$ cat src/rtl/pfd_lockwatch.sv
module pfd_lockwatch #(
  parameter int WIN_W = 8
) (
  input  logic             clk,
  input  logic             rst,
  input  logic             ref_in,
  input  logic             fb_in,
  input  logic [WIN_W-1:0] win,
  output logic             up,
  output logic             dn,
  output logic             ref_fast,
  output logic             fb_fast
);

  localparam logic [WIN_W-1:0] ONE = WIN_W'(1);

  logic [2:0]       ref_sh, fb_sh;
  logic             ref_rise, fb_rise;
  logic             up_nx, dn_nx, both;
  logic [WIN_W-1:0] cnt;
  logic             armed, tap;

  always_ff @(posedge clk) begin
    if (rst) begin
      ref_sh <= '0;
      fb_sh  <= '0;
    end else begin
      ref_sh <= {ref_sh[1:0], ref_in};
      fb_sh  <= {fb_sh[1:0], fb_in};
    end
  end

  assign ref_rise = ref_sh[1] & ~ref_sh[2];
  assign fb_rise  = fb_sh[1] & ~fb_sh[2];

  assign up_nx = up | ref_rise;
  assign dn_nx = dn | fb_rise;
  assign both  = up_nx & dn_nx;

  always_ff @(posedge clk) begin
    if (rst) begin
      up <= 1'b0;
      dn <= 1'b0;
    end else begin
      up <= up_nx & ~both;
      dn <= dn_nx & ~both;
    end
  end

  always_ff @(posedge clk) begin
    if (rst) begin
      cnt   <= '0;
      armed <= 1'b0;
    end else if (ref_rise) begin
      cnt   <= win;
      armed <= (win != '0);
    end else if (armed) begin
      cnt <= cnt - ONE;
      if (cnt == ONE) armed <= 1'b0;
    end
  end

  assign tap = (win == '0) ? ref_rise : (armed && cnt == ONE);

  always_ff @(posedge clk) begin
    if (rst) begin
      ref_fast <= 1'b0;
      fb_fast  <= 1'b0;
    end else begin
      if (tap)     ref_fast <= up;
      if (fb_rise) fb_fast  <= dn;
    end
  end

endmodule

$ cat config.mk
export PLATFORM = sky130hd
export DESIGN_NAME = pfd_lockwatch
export DESIGN_NICKNAME = d
export VERILOG_FILES = /design/src/rtl/pfd_lockwatch.sv
export SDC_FILE = /design/constraint.sdc
export NUM_CORES = 1
export LEC_CHECK = 0
export CORE_MARGIN = 2
export CORE_UTILIZATION = 55
export DETAILED_ROUTE_END_ITERATION = 10
export DONT_BUFFER_PORTS = 1
export HOLD_SLACK_MARGIN = 0.02
export PLACE_DENSITY_LB_ADDON = 0.12
export SLEW_MARGIN = 5
export SYNTH_ARGS = -nofsm -noshare
export SYNTH_HDL_FRONTEND = slang
export SYNTH_SLANG_ARGS = --single-unit
$ cat constraint.sdc
create_clock -name clk -period 2.3 [get_ports clk]
set_input_delay 0.23 -clock clk [delete_from_list [all_inputs] [get_ports clk]]
set_output_delay 0.23 -clock clk [all_outputs]
set_load 0.02 [all_outputs]
==> results by group, run 1 <==
Yosys
  • EDFF count, synth: 0
  • Post-Syn Area: 851 µm²
  • Post-synthesis average cell area: 9.67 µm²
  • Main synth FF type: dfxtp_1
  • #FFs+latches synth: 19
  • Syn Inst Count: 88
  • Asr flop ratio synth: 0
  • YS warnings: 0
  • Syn nets: 102
  • Sequential area share after synthesis: 0.447
  • Synth cell types: 25

Timing
  • Slew @ Worst Pin: 0.681 ns
  • Clock skew: 0.00336 ns
  • Fin. Hold Viols: 0
  • Max-Slew Margin vs Limit: 0.544
  • Max Fclk: 694 MHz
  • Final setup fails: 0
  • Fin Setup TNS: 0 ns
  • Final critical-path required period: 1.44 ns
  • Max-slew violation count: 0
  • Final period util: 0.627
  • Hold Slack: 0.0508 ns
  • RSZ-0062 raised after global routing: false

Global route
  • Vias in the first global route: 578
  • Initial antenna violation count: 0
  • GR Util All Layers: 0.168
  • Largest net degree at the start of global routing: 19
  • GRT overflow: 0
  • First-pass GRT wire length: 2.41 mm

Final layout
  • Share of cells above drive strength 1: 0.101
  • Synth-to-Final Area Change: 4.71%
  • Nets@finish: 104
  • N_diodes: 0
  • Fin cells: 105

Power
  • VDD IR max: 0.422 mV
  • Pleak: 0.314 nW
  • PwrDens: 700 nW/µm²
  • Power after layout: 0.000623 W

Critical path
  • CP peak stage delay: 0.43 ns
  • Cells on worst reg2reg path: 4
  • Worst path most repeated cell: mux2i_1
  • Worst path top cell family by delay: simple AND/OR/NAND/NOR gates
  • CP Cell Sequence: or3_4 -> nor4_1 -> mux2i_1 -> mux2i_1
  • Highest-delay cell along the critical path: or3_4
  • CP bufs+invs: 0
  • CP Data Arrival Time: 1.64 ns
  • Worst Path Required: 2.50 ns
  • Critical path type: flop to flop
  • Startpoint Class: flop
  • Crit path capture type: flop
  • Crit path depth: 4
  • Crit path max fanout: 4

Detailed routing
  • Vias per std cell: 5.74
  • Via count: 603
  • Wire per inst: 13.6 µm
  • Routed wire length: 1.43 mm
  • Drc violations: 0
  • Antenna viol nets, final: 0
  • Detailed router's first-iteration violation count: 6
  • Detailed Routing Iterations Pass 1: 4

Die
  • Core area: 1470 µm²
  • Total Die Area: 1880 µm²
  • Num ports: 16
  • Num rows: 14
  • Die Span X: 43.3 µm
  • DIE HEIGHT: 43.3 µm
  • Initial core utilization: 0.578

Clock network
  • Clock sinks: 19
  • CTS root buffer: clkbuf_4
  • Worst-path clk slew: 0.11 ns
  • CTS max path bufs: 2
  • Post-CTS Resized: 0
  • TritonCTS clock tree: built
  • Num CTS Buffers: 3
  • Worst skew pair latency: 0.30 ns
  • CTS HTree Levels: 1

Placement
  • DPL Wire Length: 1.04 mm
  • Port Buffers: 0
  • Placer congestion estimate: 0.766
  • Placed insts: 100

Min path
  • Hold Path Depth: 1
  • Hold Path Class: primary input to flop

Outcome
  • Outcome: finished clean

Flow run
  • Max-cap violation count: 0
[per-stage QoR]
stage / util / worst slack (ns) / instance area (µm²)
finish: 0.605 / 0.858 / 891
floorplan: - / 0.973 / 851
global placement: 0.581 / 0.810 / 855
global route: 0.605 / 0.764 / 891
detailed placement: 0.581 / 0.881 / 855
CTS: 0.605 / 0.860 / 891
[power by group]
part           internal [W]  leakage (nW)  switching [W]   total, W
logic             0.0000405         0.143      0.0000373  0.0000779
registers          0.000350         0.156      0.0000246   0.000374
clock network     0.0000676        0.0150       0.000104   0.000171
total              0.000458         0.314       0.000165   0.000623
[registers in the layout (all words and copies together) (netlist names)]
register	cells
fb_sh	3
ref_sh	3
fb_fast	1
up	1
ref_fast	1
armed	1
cnt	8
dn	1
[worst paths after layout]
path                               start  slack [ns]         to
worst max-delay path              cnt[3]        0.86   ref_fast
worst min-delay path              ref_in        0.05  ref_sh[0]
worst max register to register    cnt[3]        0.86   ref_fast
worst min register to register  fb_sh[0]        0.46   fb_sh[1]
[routing by layer]
layer,track usage,wire [µm]
met4,0.0545,23
met5,0,0
met3,0.0375,64
met2,0.287,705
met1,0.212,634
[cells in the mapped netlist (2+ instances only)]
master     n  share of area
nor2_1    12          0.053
nor4_1     4          0.029
a211oi_2   2          0.029
dfxtp_1   19           0.45
xnor2_1    5          0.051
clkbuf_1   3          0.013
nand2b_1   4          0.029
mux2i_1    3          0.035
nor2b_1    8          0.059
inv_1      2         0.0088
nand2_1    5          0.022
ha_1       2          0.029
a211oi_1   6          0.053
xor2_1     2          0.021
[placed cells by master (no fill, tap or decap), drive strengths merged, types with 2 or more instances in the layout]
master and count:
a211oi 8, ha 2, nand2 5, xor2 2
xnor2 5, nor2 12, nor2b 8, nand2b 4
inv 2, clkbuf 4, dfxtp 19, mux2i 3
nor4 4, nor3 2
[timing repair]
action,CTS,global route
buffers inserted,0,0
endpoints found under the hold margin,18,0
hold buffers,1,0
[layout make-up]
| cell class | instances | area (µm²) |
|---|---|---|
| fillers | 150 | 581 |
| repair buffers | 1 | 10.0 |
| well taps | 16 | 20.0 |
| multi-input cells | 63 | 447 |
| inverters | 2 | 7.51 |
| clock buffers | 4 | 26.3 |
| flip-flops and latches | 19 | 380 |
[cells by family (layout without fill, tap and decap cells)]
logic type / after synthesis / after routing / share of synthesized area
mux: 3 / 3 / 0.0353
xor+xnor: 7 / 7 / 0.0721
flops: 19 / 19 / 0.447
compound gates: 12 / 12 / 0.113
fa+ha+maj: 2 / 2 / 0.0294
buf+inv: 6 / 7 / 0.0279
simple gates: 39 / 39 / 0.275
[worst reg2reg max path: cells and delay by family, from the launching register on]
| family | cells | cell delay [ns] |
|---|---|---|
| flops | 1 | 0.36 |
| simple gates | 2 | 0.72 |
| mux | 2 | 0.27 |
No activity file was read; power rests on OpenSTA's default activity.
==> inputs of run 2 (changes only) <==
clock period = 1.5 ns   (was 2.3 ns; I/O delays follow)
==> results by group, run 2 (same netlist as run 1, synthesis figures left out) <==
Outcome
  • Outcome: finished clean

Global route
  • Top Usage Layer GRT: met2
  • GRT overflow: 0
  • Met1 Use GR: 0.212
  • Global routing usage on met2: 0.275
  • Initial antenna violation count: 0
  • Vias in the first global route: 582
  • GR Util All Layers: 0.171
  • Largest net degree at the start of global routing: 20
  • First-pass GRT wire length: 2.39 mm
  • Grt met3 use: 0.0417

Clock network
  • Worst skew pair latency: 0.30 ns
  • TritonCTS clock tree: built
  • Worst-path clk slew: 0.10 ns
  • CTS HTree Levels: 1
  • CTS root buffer: clkbuf_4
  • Post-CTS setup buffers: 0
  • Clock sinks: 19
  • Num CTS Buffers: 3
  • CTS max path bufs: 2

Die
  • Num rows: 14
  • Die Span X: 43.3 µm
  • Initial core utilization: 0.578
  • Total Die Area: 1880 µm²
  • Core area: 1470 µm²
  • Num ports: 16
  • DIE HEIGHT: 43.3 µm

Min path
  • Hold Path Class: primary input to flop

Detailed routing
  • Via count: 610
  • Drc violations: 0
  • Wire per inst: 12.2 µm
  • Detailed router's first-iteration violation count: 4
  • Detailed Routing Iterations Pass 1: 4
  • Vias per std cell: 5.50
  • Routed wire length: 1.36 mm
  • Antenna viol nets, final: 0

Power
  • VDD IR max: 0.784 mV
  • Power after layout: 0.000964 W
  • Pleak: 0.342 nW
  • PwrDens: 1000 nW/µm²

Critical path
  • Highest-delay cell along the critical path: or3_4
  • Crit path capture type: flop
  • Crit path max fanout: 4
  • Worst path top cell family by delay: simple AND/OR/NAND/NOR gates
  • CP Cell Sequence: or3_4 -> nor3b_2 -> xnor2_1 -> a211oi_2
  • CP bufs+invs: 0
  • CP peak stage delay: 0.43 ns
  • Worst Path Required: 1.72 ns
  • Startpoint Class: flop
  • CP Data Arrival Time: 1.60 ns
  • Critical path type: flop to flop

Placement
  • Area after DPL: 877 µm²
  • DPL Wire Length: 1000 µm
  • Port Buffers: 0
  • Placer congestion estimate: 0.744

Timing
  • Max Fclk: 724 MHz
  • Clock skew: 0.00681 ns
  • Final critical-path required period: 1.38 ns
  • Fin. Hold Viols: 0
  • Slew @ Worst Pin: 0.679 ns
  • Max-slew violation count: 0
  • Max-Slew Margin vs Limit: 0.546
  • Hold Slack: 0.0216 ns
  • RSZ-0062 raised after global routing: false
  • Final setup fails: 0
  • Fin Setup TNS: 0 ns
  • Final period util: 0.921

Final layout
  • Nets@finish: 110
  • Share of cells above drive strength 1: 0.147
  • Multi-input combinational cell area: 462 µm²
  • Commonest non-fill, non-tap cell in the layout: dfxtp_1
  • Largest registers: cnt x8, fb_sh x3, ref_sh x3
  • Synth-to-Final Area Change: 12.8%
  • Final core occ: 0.652
  • Most frequent cells in the layout: 18 x dfxtp_1, 12 x nor2_1, 8 x nor2b_1
  • Largest register by flop count: cnt
  • FILL cells: 117
  • N_diodes: 0
  • Reg area: 382 µm²
  • Design Area, Final: 960 µm²
  • Largest register FFs: 8

Flow run
  • Max-cap violation count: 0
==> run 2: cell count changes in the layout (fill, tap and decap cells not counted), sizes merged <==
cell         previous run  this run
buf                     0         3
dlygate4sd3             1         4
==> run 2: final timing paths <==
| path | start | depth (start not counted) | slack, ns | endpoint |
|---|---|---|---|---|
| max reg2reg | cnt[3] | 4 | 0.12 | cnt[7] |
| min reg2reg | ref_sh[0] | 1 | 0.46 | ref_sh[1] |
| min | win[4] | 2 | 0.02 | cnt[4] |
| max | cnt[3] | 4 | 0.12 | cnt[7] |
==> run 2: layer usage <==
layer	up-vias	share of wire
li1	316	-
met1	276	0.47
met2	13	0.46
met3	5	0.039
met4	0	0.025
met5	-	0
==> run 2: stage by stage <==
step,setup slack (ns),cells
3_5_place_dp,0.0733,103
2_1_floorplan,0.173,88
3_3_place_gp,0.128,103
6_report,0.118,111
5_1_grt,0.0269,111
4_1_cts,0.0723,111
==> run 2: cell type report <==
| class | instances | share of cell area |
|---|---|---|
| tap | 16 | 0.0209 |
| inverter | 2 | 0.00782 |
| sequential | 19 | 0.398 |
| multi-input combinational | 63 | 0.481 |
| clock buffer | 4 | 0.0274 |
| timing repair buffer | 7 | 0.0652 |
==> run 2: what timing repair did <==
action / CTS / global route
hold buffers: 4 / 0
setup endpoints to repair: 0 / 2
gates resized for setup: 0 / 3
endpoints found under the hold margin: 19 / 0
==> run 2: power by group <==
| part | internal [W] | switching (W) | leakage, nW |
|---|---|---|---|
| Combinational | 0.0000731 | 0.0000637 | 0.170 |
| Clock | 0.000104 | 0.000149 | 0.0150 |
| Sequential | 0.000537 | 0.0000380 | 0.156 |
| Total | 0.000713 | 0.000250 | 0.342 |
==> run 2: worst register-to-register path, stage by stage (launching register included) <==
cell      delay, ns
dfxtp_1        0.36
or3_4          0.43
nor3b_2        0.21
xnor2_1        0.10
a211oi_2       0.20
